<file path="config.mk">
export PLATFORM = sky130hd
export DESIGN_NAME = cal_seq_top
export DESIGN_NICKNAME = d
export VERILOG_FILES = /design/src/rtl/cal_seq_pkg.sv /design/src/rtl/cal_seq_phase.sv /design/src/rtl/cal_seq_fine.sv /design/src/rtl/cal_seq_coarse.sv /design/src/rtl/cal_seq_top.sv
export SDC_FILE = /design/constraint.sdc
export NUM_CORES = 1
export LEC_CHECK = 0
export ABC_AREA = 1
export BUFFER_PORTS_ARGS = -buffer_cell sky130_fd_sc_hd__buf_4
export CORE_MARGIN = 2
export CORE_UTILIZATION = 35
export DETAILED_ROUTE_END_ITERATION = 6
export GPL_TIMING_DRIVEN = 0
export PLACE_DENSITY = 0.53
export SLEW_MARGIN = 10
export SYNTH_ARGS = -nofsm -noshare
export SYNTH_HDL_FRONTEND = slang
export SYNTH_SLANG_ARGS = --single-unit
</file>
<file path="constraint.sdc">
create_clock -name clk_i -period 2.45 [get_ports clk_i]
set_clock_uncertainty 0.1 [all_clocks]
set_input_delay 0.3675 -clock clk_i [delete_from_list [all_inputs] [get_ports clk_i]]
set_output_delay 0.3675 -clock clk_i [all_outputs]
set_load 0.1 [all_outputs]
</file>
<file path="src/rtl/cal_seq_pkg.sv">
package cal_seq_pkg;

   // fine strobe channel indices
   localparam int unsigned FINE_PULSE  = 0;
   localparam int unsigned FINE_INJECT = 1;
   localparam int unsigned NFINE       = 2;

   function automatic int unsigned max_u(input int unsigned a, input int unsigned b);
      return (a > b) ? a : b;
   endfunction

endpackage

</file>
<file path="src/rtl/cal_seq_phase.sv">
// Free-running coarse phase counter; flags first and last fast cycle of each step.
module cal_seq_phase #(
   parameter int unsigned DIV_STEP = 4
) (
   input  logic clk_i,
   input  logic rst_i,
   output logic first_o,
   output logic last_o
);
   localparam int unsigned PHW = (DIV_STEP > 1) ? $clog2(DIV_STEP) : 1;
   localparam logic [PHW-1:0] PH_LAST = PHW'(DIV_STEP - 1);

   logic [PHW-1:0] ph_q;

   generate
      if ((DIV_STEP & (DIV_STEP - 1)) == 0) begin : g_pow2
         always_ff @(posedge clk_i) begin
            if (rst_i) ph_q <= '0;
            else       ph_q <= ph_q + 1'b1;
         end
      end else begin : g_mod
         always_ff @(posedge clk_i) begin
            if (rst_i)                ph_q <= '0;
            else if (ph_q == PH_LAST) ph_q <= '0;
            else                      ph_q <= ph_q + 1'b1;
         end
      end
   endgenerate

   assign first_o = (ph_q == '0);
   assign last_o  = (ph_q == PH_LAST);

   // a boundary always follows the last phase
   p_phase_wrap_r10: assert property (@(posedge clk_i) disable iff (rst_i)
      last_o |=> first_o);

endmodule

</file>
<file path="src/rtl/cal_seq_fine.sv">
// One fine-step strobe timer, counting fast cycles from the accepted start.
module cal_seq_fine #(
   parameter int unsigned DW = 5
) (
   input  logic          clk_i,
   input  logic          rst_i,
   input  logic          load_i,
   input  logic          run_i,
   input  logic [DW-1:0] dly_i,
   output logic          strobe_o,
   output logic          fired_o
);
   localparam logic [DW:0] CNT_TOP = {1'b1, {DW{1'b0}}};

   logic [DW:0] cnt_q;
   logic [DW:0] dly_x;

   assign dly_x = {1'b0, dly_i};

   always_ff @(posedge clk_i) begin
      if (rst_i)                           cnt_q <= '0;
      else if (load_i)                     cnt_q <= '0;
      else if (run_i && cnt_q != CNT_TOP)  cnt_q <= cnt_q + 1'b1;
   end

   assign strobe_o = run_i && (cnt_q == dly_x);
   assign fired_o  = (cnt_q >= dly_x);

   // strobe lasts exactly one fast cycle
   p_strobe_single_r4: assert property (@(posedge clk_i) disable iff (rst_i)
      strobe_o |=> !strobe_o);
   // once fired, a channel stays fired until the next load
   p_fired_sticky_r6: assert property (@(posedge clk_i) disable iff (rst_i)
      (run_i && fired_o && !load_i) |=> fired_o);

endmodule

</file>
<file path="src/rtl/cal_seq_coarse.sv">
// Coarse-step trigger timer: candidate at step C, accept at step C+A.
module cal_seq_coarse #(
   parameter int unsigned LW = 4,
   parameter int unsigned AW = 5
) (
   input  logic          clk_i,
   input  logic          rst_i,
   input  logic          load_i,
   input  logic          run_i,
   input  logic          ph_first_i,
   input  logic          ph_last_i,
   input  logic [LW-1:0] cand_dly_i,
   input  logic [AW-1:0] acc_dly_i,
   output logic          cand_o,
   output logic          accept_o,
   output logic          fin_o
);
   localparam int unsigned SW = $clog2((1 << LW) + (1 << AW));

   logic [SW-1:0] step_q;
   logic [SW-1:0] cand_at;
   logic [SW-1:0] acc_at;
   logic          seen_q;
   logic          done_q;
   logic          live;

   assign cand_at = SW'(cand_dly_i);
   assign acc_at  = SW'(cand_dly_i) + SW'(acc_dly_i);

   always_ff @(posedge clk_i) begin
      if (rst_i) begin
         step_q <= '0;
         seen_q <= 1'b0;
         done_q <= 1'b0;
      end else if (load_i) begin
         step_q <= '0;
         seen_q <= ph_last_i;
         done_q <= 1'b0;
      end else if (run_i && ph_last_i) begin
         if (!seen_q)                 seen_q <= 1'b1;
         else if (step_q == acc_at)   done_q <= 1'b1;
         else                         step_q <= step_q + 1'b1;
      end
   end

   assign live     = run_i && seen_q && !done_q;
   assign cand_o   = live && (step_q == cand_at);
   assign accept_o = live && (step_q == acc_at);
   assign fin_o    = done_q || (seen_q && (step_q == acc_at) && ph_last_i);

   // trigger pulses begin on a coarse boundary
   p_cand_on_boundary_r10: assert property (@(posedge clk_i) disable iff (rst_i)
      $rose(cand_o) |-> ph_first_i);
   p_acc_on_boundary_r10: assert property (@(posedge clk_i) disable iff (rst_i)
      $rose(accept_o) |-> ph_first_i);
   // accept holds through the rest of its coarse step
   p_acc_width_r3: assert property (@(posedge clk_i) disable iff (rst_i)
      (accept_o && !ph_last_i) |=> accept_o);

endmodule

</file>
<file path="src/rtl/cal_seq_top.sv">
module cal_seq_top
   import cal_seq_pkg::*;
#(
   parameter int unsigned CAND_W   = 4,
   parameter int unsigned ACC_W    = 5,
   parameter int unsigned PUL_W    = 5,
   parameter int unsigned INJ_W    = 5,
   parameter int unsigned DIV_STEP = 4,
   localparam int unsigned WORD_W  = CAND_W + ACC_W + PUL_W + INJ_W
) (
   input  logic              clk_i,
   input  logic              rst_i,
   input  logic              start_i,
   input  logic [WORD_W-1:0] timing_i,
   output logic              busy_o,
   output logic              cand_o,
   output logic              accept_o,
   output logic              pulse_o,
   output logic              inject_o
);
   localparam int unsigned OFS_ACC = CAND_W;
   localparam int unsigned OFS_PUL = CAND_W + ACC_W;
   localparam int unsigned OFS_INJ = CAND_W + ACC_W + PUL_W;
   localparam int unsigned FW      = max_u(PUL_W, INJ_W);

   generate
      if (CAND_W < 1 || ACC_W < 1 || PUL_W < 1 || INJ_W < 1) begin : g_bad_width
         $error("cal_seq_top: every delay field needs at least one bit");
      end
      if (DIV_STEP < 2) begin : g_bad_div
         $error("cal_seq_top: coarse step must span at least two fast cycles");
      end
   endgenerate

   logic [WORD_W-1:0] cfg_q;
   logic              run_q;
   logic              load;
   logic              ph_first;
   logic              ph_last;
   logic              coarse_fin;
   logic [FW-1:0]     fdly [NFINE];
   logic [NFINE-1:0]  fstrobe;
   logic [NFINE-1:0]  ffired;
   logic              all_fin;

   assign load = start_i && !run_q;

   always_ff @(posedge clk_i) begin
      if (rst_i)     cfg_q <= '0;
      else if (load) cfg_q <= timing_i;
   end

   always_ff @(posedge clk_i) begin
      if (rst_i)                  run_q <= 1'b0;
      else if (load)              run_q <= 1'b1;
      else if (run_q && all_fin)  run_q <= 1'b0;
   end

   cal_seq_phase #(.DIV_STEP(DIV_STEP)) u_phase (
      .clk_i   (clk_i),
      .rst_i   (rst_i),
      .first_o (ph_first),
      .last_o  (ph_last)
   );

   cal_seq_coarse #(.LW(CAND_W), .AW(ACC_W)) u_coarse (
      .clk_i      (clk_i),
      .rst_i      (rst_i),
      .load_i     (load),
      .run_i      (run_q),
      .ph_first_i (ph_first),
      .ph_last_i  (ph_last),
      .cand_dly_i (cfg_q[0 +: CAND_W]),
      .acc_dly_i  (cfg_q[OFS_ACC +: ACC_W]),
      .cand_o     (cand_o),
      .accept_o   (accept_o),
      .fin_o      (coarse_fin)
   );

   assign fdly[FINE_PULSE]  = FW'(cfg_q[OFS_PUL +: PUL_W]);
   assign fdly[FINE_INJECT] = FW'(cfg_q[OFS_INJ +: INJ_W]);

   generate
      for (genvar g = 0; g < NFINE; g++) begin : g_fine
         cal_seq_fine #(.DW(FW)) u_fine (
            .clk_i    (clk_i),
            .rst_i    (rst_i),
            .load_i   (load),
            .run_i    (run_q),
            .dly_i    (fdly[g]),
            .strobe_o (fstrobe[g]),
            .fired_o  (ffired[g])
         );
      end
   endgenerate

   assign all_fin  = coarse_fin && (&ffired);
   assign busy_o   = run_q;
   assign pulse_o  = fstrobe[FINE_PULSE];
   assign inject_o = fstrobe[FINE_INJECT];

   // captured word is untouched while a sequence runs
   p_word_hold_r7: assert property (@(posedge clk_i) disable iff (rst_i)
      (busy_o && start_i) |=> $stable(cfg_q));
   // the cycle after reset is idle
   p_reset_idle_r9: assert property (@(posedge clk_i) disable iff (rst_i)
      $past(rst_i) |-> (!busy_o && !cand_o && !accept_o));

endmodule

</file>
==> results of run 1 <==
==> through the flow <==
stage	std cells	total power, W
2_1_floorplan	323	0.000976
3_3_place_gp	426	0.00106
3_5_place_dp	426	0.00107
4_1_cts	437	0.00154
5_1_grt	437	0.00163
6_report	437	0.00152
==> worst reg2reg max path, delay by kind of cell, from the launching register on <==
kind	cells	cell delay [ns]
flops	1	0.36
buf+inv	1	0.17
fa+ha+maj	2	0.67
xor+xnor	1	0.12
compound gates	1	0.11
simple gates	7	0.57
==> flip-flops by register name, summed over array words and instances, names as in the netlist <==
signal,count
busy_o,1
cfg_q,19
u_coarse.done_q,1
g_fine.u_fine.cnt_q,12
u_coarse.seen_q,1
u_coarse.step_q,6
u_phase.ph_q,2
==> cell usage in the layout, fill, tap and decap left out, types with 2 or more instances in the layout <==
| cell type | n |
|---|---|
| nor3b_1 | 2 |
| inv_1 | 44 |
| nor2_2 | 4 |
| nand2_4 | 2 |
| clkbuf_8 | 6 |
| nand3_1 | 24 |
| o21ai_0 | 29 |
| nand2_1 | 47 |
| nor2_1 | 39 |
| ha_1 | 19 |
| a211oi_1 | 2 |
| nand4_1 | 5 |
| nand2_2 | 2 |
| xor2_1 | 8 |
| a21oi_1 | 24 |
| nor2_4 | 2 |
| buf_2 | 3 |
| dfxtp_2 | 2 |
| or2_2 | 2 |
| xnor2_1 | 3 |
| dfxtp_1 | 39 |
| clkbuf_1 | 5 |
| buf_4 | 27 |
| nor3_1 | 4 |
==> power by group through the flow <==
stage               registers [W]  logic [W]  clock network [W]
floorplan                0.000761   0.000216                  0
global placement         0.000759   0.000303                  0
detailed placement       0.000760   0.000305                  0
CTS                      0.000742   0.000319           0.000483
global route             0.000747   0.000361           0.000520
finish                   0.000742   0.000315           0.000464
==> cell families after synthesis <==
family,count (synthesis)
and+or+nand+nor,136
AOI/OAI and AO/OA,61
buffers and inverters,52
DFF,42
adders and majority gates,21
xor gates and xnor gates,11
==> how the worst max path moves through the flow <==
stage	cells past startpoint	end	slack, ns	from
floorplan	9	accept_o	-0.05	cfg_q[0]$_SDFFE_PP0P_
global placement	10	accept_o	-0.07	cfg_q[0]$_SDFFE_PP0P_
detailed placement	10	accept_o	-0.05	cfg_q[0]$_SDFFE_PP0P_
CTS	10	accept_o	-0.23	cfg_q[0]$_SDFFE_PP0P_
global route	10	accept_o	-0.32	cfg_q[0]$_SDFFE_PP0P_
finish	10	accept_o	-0.17	cfg_q[0]$_SDFFE_PP0P_
==> routing by layer <==
metal / global-route usage / part of all wire
met5: 0 / 0
met4: 0.0491 / 0.010
met3: 0.0346 / 0.029
met2: 0.276 / 0.48
met1: 0.201 / 0.48
==> layout make-up <==
class / count / share of cell area
buffer: 7 / 0.0107
clock buffer: 7 / 0.0307
clock inverter: 1 / 0.00178
inverter: 45 / 0.0602
multi-input combinational: 229 / 0.477
sequential: 42 / 0.302
tap: 77 / 0.0343
timing repair buffer: 29 / 0.0833
==> repair_timing <==
item / 4_1_cts / 5_1_grt
pin swaps: 2 / 1
setup buffers: 3 / 0
gates cloned: 0 / 0
setup endpoints to repair: 1 / 2
gates resized for setup: 4 / 2
==> qor.yml, run 1 <==
violations: "negative setup slack"
cts-root-buf: "clkbuf_8"
ys.flop_type: "dfxtp_1"
dieArea_um2: 7360
drt_first_pass_iters: 4
synth_largest_area_cell: "dfxtp_1"
fillers: 677
drv_cap: 0
cts_sinks: 42
pwr-share-clk: 0.305
drt_wl_total_um: 5270
switching_share: 0.300
cts.hold.buffers_added: 0
status: "finished, violations left"
grt_first_pass_wirelength_um: 9290
h-tree-depth: 2
synth-async-reset-ratio: 0
switchingPower_w: 0.000456
hpwlAfterDp_um: 4040
path_delay_family: "adder cells"
path_cells: "ha_4 > fa_1 > xnor2_1 > nand2_1 > nor2_2 > nand2_2 > nor2_4 > nand2_4 > nor2_4 > buf_12"
crit_type: "flip-flop to output pin"
dpl_cell_area_um2: 2670
max-slew-margin-rel: 0.594
wire_per_inst_um: 12.1
yosysWarnings: 0
synth_top_area_frac: 0.359
vias: 2083
clock_latency_ns: 0.29
setup_ws_ns: -0.173
power.density_nw_per_um2: 542
synth_edf_count: 0
avgSynthCellArea_um2: 7.25
cts_tree: "done"
grt_max_degree: 13
syn_nets: 366
synth.area.mux_share: 0
finalSetupViolations: 1
slowest_delay_ns: 0.50
area_delta_synth_final_pct: 19.9
ant_nets: 0
start_util: 0.365
grt_setup_unrepaired: "true"
nets: 402
multiInputGateArea_um2: 1340
gr-usage-all-layers: 0.160
die_h_um: 85.8
synth_fa_ha_area_frac: 0.115
yosysSeqAreaShare: 0.359
fmax_ghz: 0.381
ys_ff_latch: 42
cp-start-kind: "flip-flop"
antenna_found_initial: 0
grt_pass1_vias: 2033
r2r_start: "cfg_q[0]$_SDFFE_PP0P_"
drt_iter0_markers: 70
r2r_slack_ns: 0.30
final_max_slew_viol_count: 0
fin_crit_sh: 1.07
fin_util: 0.437
pre_cts_slack_ns: -0.0453
hold_viol_final: 0
finalCriticalPeriod_ns: 2.62
cp_slowest_cell: "fa_1"
tightestPinTransition_ns: 0.607
synth.most_common_cell: "nand2_1"
viasPerCell: 4.77
die_w_um: 85.8
numCtsBuffers: 5
worstPathMaxFanout: 4
hold_start: "rst_i"
p_comb_frac: 0.207
synth_area_um2: 2340
clkSlewWorstSetupHoldPaths_ns: 0.08
internal_power_w: 0.00107
cts_buffer_depth: 2
ys_types: 31
antenna_cells: 0
overflow: 0
netlist_top_cells_count: "nand2_1 (47), inv_1 (44), dfxtp_1 (42), nor2_1 (42), o21ai_0 (29)"
hold_ws_ns: 0.157
seqPwrFrac: 0.487
synth_simple_gate_area_frac: 0.261
ir_drop_mv: 0.241
gp_congestion: 0.810
rr_worst_depth: 12
r2r_end: "u_coarse.step_q[0]$_SDFFE_PP0P_"
required_ns: 1.98
p_leak_nw: 1.21
min_to: "u_phase.ph_q[0]$_SDFF_PP0_"
worst-path-buf-inv: 1
critPathArrivalTime_ns: 2.16
final_area_um2: 2810
core_region_area_um2: 6420
std_cell_rows: 29
hp-class: "primary input to flip-flop"
num_io_pins: 27
io_buffers: 26
seq_area_um2: 847
synth-xor-area-share: 0.0411
cp-end-kind: "output pin"
drive_gt1_frac: 0.161
ys_top_cells_by_area: "dfxtp_1 (36%), ha_1 (11%), nand2_1 (7.5%)"
path_common_cell: "nor2_4"
fin_setup_tns_ns: -0.173
synth_top_family_by_area: "simple AND/OR/NAND/NOR gates"
synth_compound_area_frac: 0.138
hold_path_depth: 2
synthCells: 323
route.detailed.drc: 0
Note: power is estimated with default switching activity, not from simulation.
==> run 2: changes to the inputs <==
--- a/config.mk
+++ b/config.mk
@@ -8,10 +8,10 @@
 export ABC_AREA = 1
 export BUFFER_PORTS_ARGS = -buffer_cell sky130_fd_sc_hd__buf_4
 export CORE_MARGIN = 2
-export CORE_UTILIZATION = 35
+export CORE_UTILIZATION = 37
 export DETAILED_ROUTE_END_ITERATION = 6
 export GPL_TIMING_DRIVEN = 0
-export PLACE_DENSITY = 0.53
+export PLACE_DENSITY = 0.56
 export SLEW_MARGIN = 10
 export SYNTH_ARGS = -nofsm -noshare
 export SYNTH_HDL_FRONTEND = slang
==> run 2 against run 1 <==
Via count grew 0.53%. Core utilization grew 3.0 points. Clock-buffer cell count is the same. The run still ends with negative setup slack left. Critical endpoint unchanged. Design area grew 0.18%. Clock power shrank 0.9%. Combinational power grew 1%. Largest power group unchanged. Non-clock buffer count grew 1.
==> qor.yml, run 2 (synthesized netlist as in run 1, its figures left out) <==
std_cell_rows: 28  # -3.4%
largest-register: "cfg_q"
grt_most_used_layer: "met2"
largest_register_ffs: 19  # unchanged
fin_crit_sh: 1.07  # +0.00395
grt_first_pass_wirelength_um: 9000  # -3.2%
worstPathMaxFanout: 4  # unchanged
h-tree-depth: 2  # unchanged
cts_buffer_depth: 2  # unchanged
hold_viol_final: 0  # unchanged
hp-class: "primary input to flip-flop"
pwr-share-clk: 0.302  # -0.003
hpwlAfterDp_um: 3990  # -1.1%
internal_power_w: 0.00107  # +0.35%
p_leak_nw: 1.22  # +0.41%
finalCriticalPeriod_ns: 2.63  # +0.00968 ns
core_region_area_um2: 6030  # -6.2%
clock_latency_ns: 0.29  # about the same
required_ns: 1.98  # about the same
antenna_found_initial: 0  # unchanged
drive_gt1_frac: 0.163  # +0.00232
start_util: 0.389  # +0.0240
cts_sinks: 42  # unchanged
die_h_um: 83.6  # -2.6%
max-slew-margin-rel: 0.620  # +0.0261
ir_drop_mv: 0.224  # -6.8%
fmax_ghz: 0.380  # -0.37%
antenna_cells: 0  # unchanged
cts.hold.buffers_added: 0  # unchanged
ant_nets: 0  # unchanged
gr-usage-all-layers: 0.158  # -0.00221
route.detailed.drc: 0  # unchanged
grt_setup_unrepaired: "true"
num_io_pins: 27  # unchanged
status: "finished, violations left"
finalSetupViolations: 1  # unchanged
numCtsBuffers: 5  # unchanged
power.density_nw_per_um2: 541  # -0.20%
drv_cap: 0  # unchanged
gp_congestion: 0.817  # +0.86%
cp-start-kind: "flip-flop"
viasPerCell: 4.80  # +0.76%
wire_per_inst_um: 12.0  # -0.80%
io_buffers: 26  # unchanged
grt_use_met2: 0.276  # about the same
critPathArrivalTime_ns: 2.17  # about the same
cts-root-buf: "clkbuf_8"
switchingPower_w: 0.000452  # -0.89%
tightestPinTransition_ns: 0.568  # -0.0391 ns
reg_top3: "cfg_q (19), g_fine.u_fine.cnt_q (12), u_coarse.step_q (6)"
final_max_slew_viol_count: 0  # unchanged
use_met3: 0.0366  # +0.00195
final_cell_mix: "nand2_1 (47), inv_1 (44), nor2_1 (39), dfxtp_1 (39), o21ai_0 (29)"
fillers: 638  # -5.8%
violations: "negative setup slack"
cts_tree: "done"
seq_area_um2: 847  # unchanged
die_w_um: 83.6  # -2.6%
switching_share: 0.297  # -0.00262
final_common_cell: "nand2_1"
p_comb_frac: 0.210  # +0.003
cp-end-kind: "output pin"
clkSlewWorstSetupHoldPaths_ns: 0.08  # about the same
setup_ws_ns: -0.183  # -0.00968 ns
multiInputGateArea_um2: 1340  # unchanged
drt_wl_total_um: 5210  # -1.0%
pre_cts_slack_ns: -0.0619  # -0.0165 ns
grt_pass1_vias: 1964  # -3.4%
drt_iter0_markers: 48  # -31%
dieArea_um2: 6980  # -5.2%
fin_setup_tns_ns: -0.183  # -0.00968 ns
seqPwrFrac: 0.488  # about the same
area_delta_synth_final_pct: 20.1
nets: 403  # +0.25%
crit_type: "flip-flop to output pin"
met1_usage: 0.192  # -0.00953
grt_max_degree: 13  # unchanged
drt_first_pass_iters: 4  # unchanged
overflow: 0  # unchanged
vias: 2094  # +0.53%
-- run 2: cell types whose count changed in the layout (fill, tap and decap cells not counted), sizes merged --
cell,previous run,this run
buf,32,33
-- run 2: final cells by class --
| type | count | area share |
|---|---|---|
| Buffer | 7 | 0.0107 |
| Timing Repair Buffer | 30 | 0.0859 |
| Sequential cell | 42 | 0.301 |
| Clock inverter | 1 | 0.00178 |
| Inverter | 45 | 0.0601 |
| Clock buffer | 7 | 0.0307 |
| Tap cell | 75 | 0.0334 |
| Multi-Input combinational cell | 229 | 0.476 |
-- run 2: path summary, 6_finish.rpt --
path,cells past startpoint,to,slack (ns),startpoint
setup / recovery,10,accept_o,-0.18,cfg_q[0]$_SDFFE_PP0P_
hold / removal,2,u_phase.ph_q[0]$_SDFF_PP0_,0.15,rst_i
setup reg to reg,12,u_coarse.step_q[1]$_SDFFE_PP0P_,0.26,cfg_q[0]$_SDFFE_PP0P_
hold reg to reg,1,u_phase.ph_q[0]$_SDFF_PP0_,0.32,u_phase.ph_q[0]$_SDFF_PP0_
-- run 2: through the flow --
step	util	instances	total power, W	cell area, um2	hold slack [ns]
floorplan	-	323	0.000976	2380	0.295
global placement	0.443	424	0.00106	2670	0.306
detailed placement	0.443	424	0.00106	2670	0.310
CTS	0.465	435	0.00154	2800	0.146
global route	0.467	436	0.00162	2810	0.142
finish	0.467	436	0.00152	2810	0.152
-- run 2: timing repair --
action,4_1_cts,5_1_grt
gates cloned,0,0
buffers inserted,3,1
setup endpoints to repair,1,2
gates resized for setup,4,2
pin swaps,3,3
hold endpoints to repair,0,0
-- run 2: metal layers --
metal,up-vias,part of all wire
met3,6,0.021
met4,0,0.014
li1,1129,-
met5,-,0
met2,18,0.48
met1,941,0.48
-- run 2: power groups by stage --
stage | clock network (W) | registers, W | logic (W)
6_report | 0.000460 | 0.000742 | 0.000319
5_1_grt | 0.000511 | 0.000747 | 0.000364
4_1_cts | 0.000477 | 0.000742 | 0.000319
3_5_place_dp | 0 | 0.000759 | 0.000305
3_3_place_gp | 0 | 0.000759 | 0.000303
2_1_floorplan | 0 | 0.000761 | 0.000216
-- run 2: worst max-delay path, stage by stage (launching register included) --
cell	delay, ns
dfxtp_4	0.36
ha_4	0.17
fa_1	0.46
xnor2_1	0.18
nand2_1	0.08
nor2_2	0.10
nand2_2	0.07
nor2_4	0.11
nand2_4	0.06
nor2_4	0.10
buf_12	0.18
